==> src/rtl/focus_acq_ctrl.sv <==
module focus_acq_ctrl #(
  parameter int DW = 12,
  parameter int EW = 12,
  parameter int TW = 8
) (
  input  logic                 clk,
  input  logic                 rst_n,
  input  logic                 start,
  input  logic [DW-2:0]        cfg_amp,
  input  logic [DW-2:0]        cfg_step,
  input  logic [TW-1:0]        cfg_blind_ms,
  input  logic [TW-1:0]        cfg_chk_ms,
  input  logic                 ms_tick,
  input  logic signed [EW-1:0] fe_smp,
  input  logic                 rf_present,
  input  logic                 rf_present_lpf,
  output logic signed [DW-1:0] search_drv,
  output logic                 search_busy,
  output logic                 loop_closed,
  output logic                 lock_pass,
  output logic                 lock_fail
);

  typedef enum logic [1:0] {ST_IDLE, ST_SEARCH, ST_VERIFY, ST_LOCKED} st_t;

  st_t              st;
  logic             dir_up;
  logic [TW-1:0]    ms_cnt;
  logic             fe_prev_neg;
  logic             prev_ok;

  logic signed [DW:0] drv_x, amp_x, step_x, up_val, dn_val;
  logic               xing, blind, close_now, chk_due;
  logic [TW:0]        cnt_inc;

  assign drv_x   = {search_drv[DW-1], search_drv};
  assign amp_x   = $signed({2'b00, cfg_amp});
  assign step_x  = $signed({2'b00, cfg_step});
  assign up_val  = drv_x + step_x;
  assign dn_val  = drv_x - step_x;
  assign xing    = prev_ok && (fe_prev_neg != fe_smp[EW-1]);
  assign blind   = ms_cnt < cfg_blind_ms;
  assign close_now = dir_up && rf_present && xing && !blind;
  assign cnt_inc = {1'b0, ms_cnt} + 1'b1;
  assign chk_due = cnt_inc >= {1'b0, cfg_chk_ms};

  assign search_busy = (st == ST_SEARCH);
  assign loop_closed = (st == ST_VERIFY) || (st == ST_LOCKED);

  always_ff @(posedge clk or negedge rst_n) begin
    if (!rst_n) begin
      st          <= ST_IDLE;
      search_drv  <= '0;
      dir_up      <= 1'b1;
      ms_cnt      <= '0;
      fe_prev_neg <= 1'b0;
      prev_ok     <= 1'b0;
      lock_pass   <= 1'b0;
      lock_fail   <= 1'b0;
    end else if (start) begin
      st          <= ST_SEARCH;
      search_drv  <= '0;
      dir_up      <= 1'b1;
      ms_cnt      <= '0;
      prev_ok     <= 1'b0;
      lock_pass   <= 1'b0;
      lock_fail   <= 1'b0;
    end else begin
      case (st)
        ST_SEARCH: begin
          fe_prev_neg <= fe_smp[EW-1];
          prev_ok     <= 1'b1;
          if (close_now) begin
            st     <= ST_VERIFY;
            ms_cnt <= '0;
          end else begin
            if (ms_tick && ms_cnt != '1) ms_cnt <= ms_cnt + 1'b1;
            if (dir_up) begin
              if (up_val >= amp_x) begin
                search_drv <= amp_x[DW-1:0];
                dir_up     <= 1'b0;
              end else begin
                search_drv <= up_val[DW-1:0];
              end
            end else begin
              if (dn_val <= -amp_x) begin
                search_drv <= -amp_x[DW-1:0];
                dir_up     <= 1'b1;
              end else begin
                search_drv <= dn_val[DW-1:0];
              end
            end
          end
        end
        ST_VERIFY: begin
          if (ms_tick) begin
            if (chk_due) begin
              if (rf_present_lpf) begin
                st        <= ST_LOCKED;
                lock_pass <= 1'b1;
              end else begin
                st         <= ST_IDLE;
                lock_fail  <= 1'b1;
                search_drv <= '0;
              end
            end else begin
              ms_cnt <= ms_cnt + 1'b1;
            end
          end
        end
        default: ;
      endcase
    end
  end


  drive_bound_chk: assert property (@(posedge clk) disable iff (!rst_n)
    search_busy |-> ($signed({search_drv[DW-1], search_drv}) <= amp_x &&
                     $signed({search_drv[DW-1], search_drv}) >= -amp_x));


  close_cond_chk: assert property (@(posedge clk) disable iff (!rst_n)
    $rose(loop_closed) |-> ($past(dir_up) && $past(rf_present) &&
                            ($past(fe_smp[EW-1]) != $past(fe_prev_neg))));


  handover_chk: assert property (@(posedge clk) disable iff (!rst_n)
    $fell(search_busy) |-> (loop_closed && $stable(search_drv)));


  fail_open_chk: assert property (@(posedge clk) disable iff (!rst_n)
    $rose(lock_fail) |-> (!loop_closed && !search_busy && search_drv == '0));


  pass_closed_chk: assert property (@(posedge clk) disable iff (!rst_n)
    lock_pass |-> (loop_closed && !lock_fail));


  start_clear_chk: assert property (@(posedge clk) disable iff (!rst_n)
    start |=> (search_busy && !lock_pass && !lock_fail && search_drv == '0));

endmodule

==> config.mk <==
export PLATFORM = sky130hd
export DESIGN_NAME = focus_acq_ctrl
export DESIGN_NICKNAME = d
export VERILOG_FILES = /design/src/rtl/focus_acq_ctrl.sv
export SDC_FILE = /design/constraint.sdc
export NUM_CORES = 1
export LEC_CHECK = 0
export BUFFER_PORTS_ARGS = -buffer_cell sky130_fd_sc_hd__buf_2
export CORE_MARGIN = 3
export CORE_UTILIZATION = 48
export CTS_CLUSTER_SIZE = 8
export DETAILED_ROUTE_END_ITERATION = 12
export PLACE_DENSITY = 0.77
export SYNTH_ARGS = -nofsm -noshare
export SYNTH_HDL_FRONTEND = slang
export SYNTH_SLANG_ARGS = --single-unit
==> constraint.sdc <==
create_clock -name clk -period 7.4 [get_ports clk]
set_input_delay 0.37 -clock clk [delete_from_list [all_inputs] [get_ports clk]]
set_output_delay 0.37 -clock clk [all_outputs]
set_load 0.03 [all_outputs]
-- Word-level counts from Yosys, hierarchy flattened
Index checks and enable logic that the tools add are counted.
- $add $sub $neg: 6
- muxes and demuxes: 39
- $lt $le $gt $ge: 4
- reductions and logical operators: 20
- equality and inequality tests: 14
- bitwise operators: 1
- operator list (kind ; count):
    $mux 12 ; 8
    $mux 8 ; 5
    $pmux 12 s2 ; 1
    $mux 1 ; 18
    $pmux 8 s2 ; 1
    $reduce_and 4->1 ; 4
    $ne 3x3->1 const B ; 5
    $add 12x12->13 ; 1
    $ge 13x12->1 ; 1
    $le 13x13->1 ; 1
    $neg 11->13 ; 1
    $sub 12x12->13 ; 1
    $neg 11->12 ; 1
    $mux 2 ; 5
    $reduce_bool 2->1 ; 5
    $add 8x1->9 const B ; 1
    $ge 9x8->1 ; 1
    $add 8x1->8 const B ; 1
    $lt 8x8->1 ; 1
    $ne 8x8->1 const B ; 1
    $logic_and 1x1->1 ; 5
    $reduce_and 5->1 ; 1
    $eq 2x2->1 const B ; 2
    $ne 2x2->1 const B ; 2
    10 further kinds ; 11
- output and inout bits: 16
- input port bits: 56
- logic and storage cells: 92
- register bits after elaboration: 27

-- Logic depth before layout (Yosys ltp)
Gate-level depths: netlist of the first run.
- word-level depth: 7
- mapped depth: 20

-- Worst setup path before layout of the first run
OpenSTA, ideal clock, no wires.
- kind: reg2reg
- start point: register search_drv[1]
- end point: register search_drv[1]
- stages on the path, launching flop included: 19
- arrival time: 4.282 ns
- setup time: 0.126 ns
- path slack: 2.992 ns
- data required time: 7.274 ns
- period minus slack after synthesis: 4.408 ns
- cell sequence: dfrtp_1 -> ha_1 -> nor2b_1 -> o31a_1 -> or4_1 -> a31o_2 -> nor3_1 -> o21bai_1 -> xnor2_1 -> ha_1 -> and4_1 -> nand2_1 -> a211oi_1 -> nor3_1 -> nor3_1 -> clkbuf_1 -> mux2i_1 -> o2bb2ai_1 -> a221o_1
- word-level cells in the longest chain between the ends: 7
- RTL lines (what ; line ; text):
    start, declared ; 17 ; output logic signed [DW-1:0] search_drv,
    start signal, assigned ; 80 ; search_drv <= amp_x[DW-1:0];
    start signal, assigned ; 83 ; search_drv <= up_val[DW-1:0];
    start signal, assigned ; 87 ; search_drv <= -amp_x[DW-1:0];
    $sub 12x12->13 / $add 12x12->13 (equally long branches) ; 40, 39 ;
    $le 13x13->1 / $ge 13x12->1 (equally long branches) ; 86, 79 ;
    $mux 12, on equally long branches ; 86, 79 ;
    $mux 12 (*) ; 78 ; if (dir_up) begin
    $mux 12 (*) ; 73 ; if (close_now) begin
    $pmux 12 s2 (*) ; 69 ; case (st)
    $mux 12 (*) ; 60 ; end else if (start) begin
Mark *: on every way between the ends. The rest lies on a longest branch, timed or not. The select of a mux whose other input is x is not followed.
A chain may end at the register's enable or synchronous reset.

-- Worst setup path in the final report of the first run
- start point: register search_drv[1]
- end point: register search_drv[9]
Same word-level chain as after synthesis.

==> flow_summary.ini, run 1 <==
[floorplan]
row_count = 31
die_x_um = 94.0
die-area_sq_um = 8830
fp.dieH_um = 94.0
core_sq_um = 7370
initial_utilization = 0.504
ioPinCount = 72

[synthesis]
yosys.cell_count.top_type = ha_1
yosys.area_share.simple = 0.177
synth-compound-area-share = 0.227
synthArstFlopShare = 1.00
synth_nets = 583
synth_area_leaders = ha_1 (21%), dfrtp_1 (18%), xnor2_1 (6.4%)
synth_top_family_by_area = compound AO/OA/AOI/OAI gates
synthTopCellsByCount = ha_1 (63), inv_1 (62), nor2_1 (36)
yosys.cell_types.count = 55
yosys.area.top_type = ha_1
ys_warn_count = 0
synth_mux_area_frac = 0.0300
syn-cell-area_sq_um = 3710
synth_top_area_frac = 0.212
synth_area_per_cell_sq_um = 8.04
seq_area_frac_synth = 0.182
netlist_instances = 462
ys_seq_elements = 27
synth_edf_count = 0
synthXorXnorAreaFrac = 0.0755
synth_fa_ha_area_frac = 0.226
synth_top_flop_cell = dfrtp_1

[layout]
drive_above_1_share = 0.148
diodes = 0
final_nets = 635
area_growth_syn_to_layout_pct = 11.1
final_cell_area_sq_um = 4130
regArea_sq_um = 677
post-route-util = 0.560
multiInputGateArea_sq_um = 2740
fillCellCount = 689

[clock_network]
cts_setup_buffers = 0
post_cts_resized = 0
clk_pin_slew_worst_paths_ps = 100
cts_root_buf = clkbuf_8
hold_buffers = 0
cts_buffers = 3
htreeDepth = 1
cts.sinks = 27
clockBufferDepth = 2
insertion_delay_ps = 280
cts_tree = done

[global_routing]
grt_antenna_before_repair = 0
grt_max_degree = 28
grt_pass1_wl_um = 15800
globalRouteOverflowTotal = 0
grtUsageTotal = 0.217
grt_pass1_vias = 3432

[setup_path]
cp_top_family = simple AND/OR/NAND/NOR gates
worstPathCellList = ha_1, nor2b_1, o31a_1, or4_1, a31o_2, nor3_1, o21bai_1, xnor2_1, ha_1, and4_1, nand2_1, a211oi_1, nor3_1, nor3_2, nor3_1, a221o_1, a211o_1
max_stage_delay_ps = 800
start_kind = flop
cp_num_buf_inv = 0
worstSetupEndpointType = flop
crit_top_cell = nor3_1
required_ps = 7580
crit_type = flop to flop
worstPathArrival_ps = 5110
crit_start = search_drv[1]$_DFFE_PN0P_
slowest_stage = nor3_2
critical_path_peak_fanout = 12
timing.rr.start = search_drv[1]$_DFFE_PN0P_

[placed_design]
placed_cell_area_sq_um = 4080
gp_congestion = 0.904
dp_hpwl_um = 7740
portBuffers = 60

[detailed_routing]
route.vias.total = 3554
drt-pass1-iter-count = 4
drc = 0
wire_per_inst_um = 15.6
drtIter0Drc = 164
viasPerCell = 5.81
wirelength_um = 9530
antenna_left = 0

[sta]
worst_slew_pin_slew_ps = 1060
fin_crit_sh = 0.667
setup_viol = 0
slew_headroom = 0.290
fmax_mhz = 203
period_needed_ps = 4930
rsz0062_at_grt = no
hold_slack_ps = 97.9
slew_viol_final = 0
hold_viol_final = 0
fin_setup_tns_ps = 0
clock_skew_ps = 2.16

[flow_run]
drv_cap = 0

[hold_path]
hold_class = primary input to async pin

[outcome]
status = finished clean

[pwr]
total_leakage_power_nw = 2.12
vdd_drop_max_v = 0.000189
power_density_nw_per_um2 = 305
-- cell usage in the layout (no fill, tap or decap), types with 5 or more instances in the layout --
| cell | n |
|---|---|
| nor3_1 | 11 |
| dfrtp_1 | 26 |
| a211o_1 | 5 |
| and3_1 | 5 |
| buf_2 | 60 |
| a221o_1 | 7 |
| nor2_1 | 36 |
| a21oi_1 | 20 |
| nand4_1 | 6 |
| nand3_1 | 9 |
| a211oi_1 | 9 |
| xnor2_1 | 27 |
| nor2b_1 | 9 |
| inv_1 | 62 |
| xor2_1 | 5 |
| nand2_1 | 25 |
| a21o_1 | 6 |
| ha_1 | 63 |
| nand2b_1 | 11 |
| o211ai_1 | 6 |
| o21ai_0 | 25 |
| mux2i_1 | 10 |
| o2bb2ai_1 | 6 |
-- through the flow --
| stage | power (mW) | cells | setup WS [ps] |
|---|---|---|---|
| after floorplan | 0.942 | 462 | 2990 |
| after global placement | 1.12 | 608 | 2510 |
| after detailed placement | 1.15 | 608 | 2380 |
| after CTS | 1.25 | 612 | 2440 |
| after global routing | 1.37 | 612 | 2140 |
| final | 1.26 | 612 | 2470 |
-- worst paths after layout --
check                                       endpoint  slack (ps)  cells after the start
setup / recovery           search_drv[9]$_DFFE_PN0P_        2470                     17
hold / removal             search_drv[1]$_DFFE_PN0P_         100                      1
setup reg to reg           search_drv[9]$_DFFE_PN0P_        2470                     17
hold reg to reg                lock_pass$_DFFE_PN0P_         520                      2
max in group asynchronous          st[0]$_DFFE_PN0P_        6880                      1
min in group clk           search_drv[9]$_DFFE_PN0P_         310                      2
-- cell type report --
type                            instances  area share
Multi-Input combinational cell        358       0.663
Clock buffer                            3      0.0100
Inverter                               63      0.0573
Sequential cell                        27       0.164
Tap cell                               99      0.0300
Clock inverter                          1     0.00121
Timing Repair Buffer                   61      0.0746
-- state kept, by name, indices dropped and copies added, names as in the netlist --
| signal | cells |
|---|---|
| fe_prev_neg | 1 |
| dir_up | 1 |
| ms_cnt | 8 |
| lock_pass | 1 |
| st | 2 |
| search_drv | 12 |
| prev_ok | 1 |
| lock_fail | 1 |
-- power by group --
group | total, mW | switching [mW] | leakage [nW] | internal (mW)
Combinational | 0.939 | 0.550 | 1.74 | 0.389
Sequential | 0.229 | 0.0476 | 0.352 | 0.182
Clock | 0.0916 | 0.0537 | 0.0255 | 0.0380
-- worst reg2reg max path, stage by stage, from the launching register on --
cell,delay [ps]
dfrtp_1,490
ha_1,320
nor2b_1,150
o31a_1,280
or4_1,470
a31o_2,260
nor3_1,160
o21bai_1,130
xnor2_1,170
ha_1,310
and4_1,240
nand2_1,80
a211oi_1,190
nor3_1,120
nor3_2,800
nor3_1,130
a221o_1,320
a211o_1,220
-- routing by layer --
metal  global-route usage  vias to the layer above  wire length (um)
met1                0.288                     1696              4410
met4               0.0578                        0               166
li1                     -                     1745                 -
met5                    0                        -                 0
met2                0.371                       99              4530
met3               0.0280                       14               430
-- kinds of logic after synthesis --
kind of cell               after synthesis
and+or+nand+nor                        131
AOI/OAI and AO/OA                      118
buffers and inverters                   77
adders and majority gates               66
xor gates and xnor gates                32
DFF                                     27
muxes                                   11
No activity file was read; power rests on OpenSTA's default activity.
==> run 2, diff against run 1 <==
Settings changed: PLACE_DENSITY 0.77 to 0.8.
Clock period 7.4 ns to 4.19 ns, I/O delays scaled along.
==> flow_summary.ini, run 2 (synthesis results as in run 1) <==
[outcome]
status = complete, but fails checks
failed_checks = setup timing

[global_routing]
grt_max_degree = 28
grt_antenna_before_repair = 0
grtUsageTotal = 0.225
grt_pass1_vias = 3471
globalRouteOverflowTotal = 0
grt_pass1_wl_um = 16100

[sta]
worst_slew_pin_slew_ps = 730
layout_setup_ws_ps = -182
slew_viol_final = 0
clock_skew_ps = 10.6
fmax_mhz = 229
slew_headroom = 0.511
hold_slack_ps = 171
fin_crit_sh = 1.04
period_needed_ps = 4370
hold_viol_final = 0
setup_viol = 11
rsz0062_at_grt = yes

[detailed_routing]
met1_length_um = 4550
wire_per_inst_um = 15.2
antenna_left = 0
route.vias.total = 3652
viasPerCell = 5.64
wl_met3_um = 423
wirelength_um = 9870
drtIter0Drc = 217
drc = 0
drt-pass1-iter-count = 5
top_layer = met4
dr_wl_met2_um = 4730

[placed_design]
placed_cell_area_sq_um = 4320
gp_congestion = 0.889
dp_cells = 639
dp_worst_setup_slack_ps = -224
portBuffers = 60
dp_hpwl_um = 7930

[layout]
area_growth_syn_to_layout_pct = 21.8
layout_common_cells = inv_1 (61), ha_1 (61), buf_2 (60)
final_cell_area_sq_um = 4520
max_flop_register = search_drv
multiInputGateArea_sq_um = 2860
regArea_sq_um = 679
fillCellCount = 658
post-route-util = 0.614
top_regs = search_drv (12), ms_cnt (8), st (2)
final_cells = 648
drive_above_1_share = 0.242
largest_register_ffs = 12
diodes = 0
final_nets = 671

[clock_network]
cts_buffers = 3
insertion_delay_ps = 280
htreeDepth = 1
clk_pin_slew_worst_paths_ps = 110
cts_tree = done
cts_root_buf = clkbuf_8
cts.sinks = 27
clockBufferDepth = 2

[setup_path]
required_ps = 4360
crit_type = flop to flop
critical_path_peak_fanout = 3
start_kind = flop
worstSetupEndpointType = flop
worstPathArrival_ps = 4540

[pwr]
pwr-share-clk = 0.061
p_comb_frac = 0.787
seq_power_share = 0.152
intPower_mw = 1.35
switching_share = 0.478
switching_power_mw = 1.24
total_leakage_power_nw = 2.31
power_density_nw_per_um2 = 573
vdd_drop_max_v = 0.000333

[floorplan]
die-area_sq_um = 8830
initial_utilization = 0.504
row_count = 31
fp.dieH_um = 94.0
core_sq_um = 7370
ioPinCount = 72
die_x_um = 94.0

[flow_run]
drv_cap = 0

[hold_path]
hold_class = primary input to flop
run 2: area by class of cell:
cell class	instances	share of cell area
inverter	63	0.0523
timing repair buffer	97	0.128
tap	99	0.0274
clock buffer	4	0.00996
multi-input combinational	358	0.632
sequential	27	0.150
run 2: layer usage:
metal,vias to the layer above,track usage
met2,86,0.381
met5,-,0
met4,0,0.0517
met3,16,0.0304
met1,1731,0.304
li1,1819,-
run 2: what timing repair did:
item / CTS / global route
hold buffers: 1 / 0
endpoints found under the setup margin: 12 / 13
resized for setup: 12 / 15
hold endpoints to repair: 26 / 0
buffers inserted: 1 / 3
pin swaps: 8 / 16
run 2: worst max-delay path, stage by stage (launching register included):
cell      delay [ps]
dfrtp_2          440
ha_4             220
nor2b_4          120
o31a_1           320
or4_4            440
a31o_4           250
nor3_2           110
o21bai_1         110
xnor2_1          240
ha_1             290
and4_4           190
a221oi_2         230
o21ai_1          110
nor3_2           290
buf_4            170
nor4_2            40
buf_4            170
a221o_1          290
a211o_1          220
run 2: power by group through the flow:
stage | Combinational (mW) | Clock [mW] | Sequential, mW
3_5_place_dp | 1.87 | 0 | 0.394
6_report | 2.04 | 0.158 | 0.394
4_1_cts | 1.95 | 0.157 | 0.392
2_1_floorplan | 1.22 | 0 | 0.463
3_3_place_gp | 1.83 | 0 | 0.394
5_1_grt | 2.25 | 0.169 | 0.404
run 2: worst paths after layout:
check,slack (ps),cells after the start,start,endpoint
max reg2reg,-180,18,search_drv[1]$_DFFE_PN0P_,search_drv[9]$_DFFE_PN0P_
max in group asynchronous,3280,2,rst_n,search_drv[2]$_DFFE_PN0P_
min reg2reg,510,2,prev_ok$_DFFE_PN0N_,prev_ok$_DFFE_PN0N_
min,170,2,cfg_amp[8],search_drv[8]$_DFFE_PN0P_
max,-180,18,search_drv[1]$_DFFE_PN0P_,search_drv[9]$_DFFE_PN0P_
min in group asynchronous,470,2,rst_n,ms_cnt[4]$_DFFE_PN0P_
run 2: stage by stage:
step                total power [mW]  setup TNS (ps)
finish                          2.59            -916
global route                    2.82           -3300
CTS                             2.50            -501
detailed placement              2.26           -1840
global placement                2.22            -514
floorplan                       1.68               0
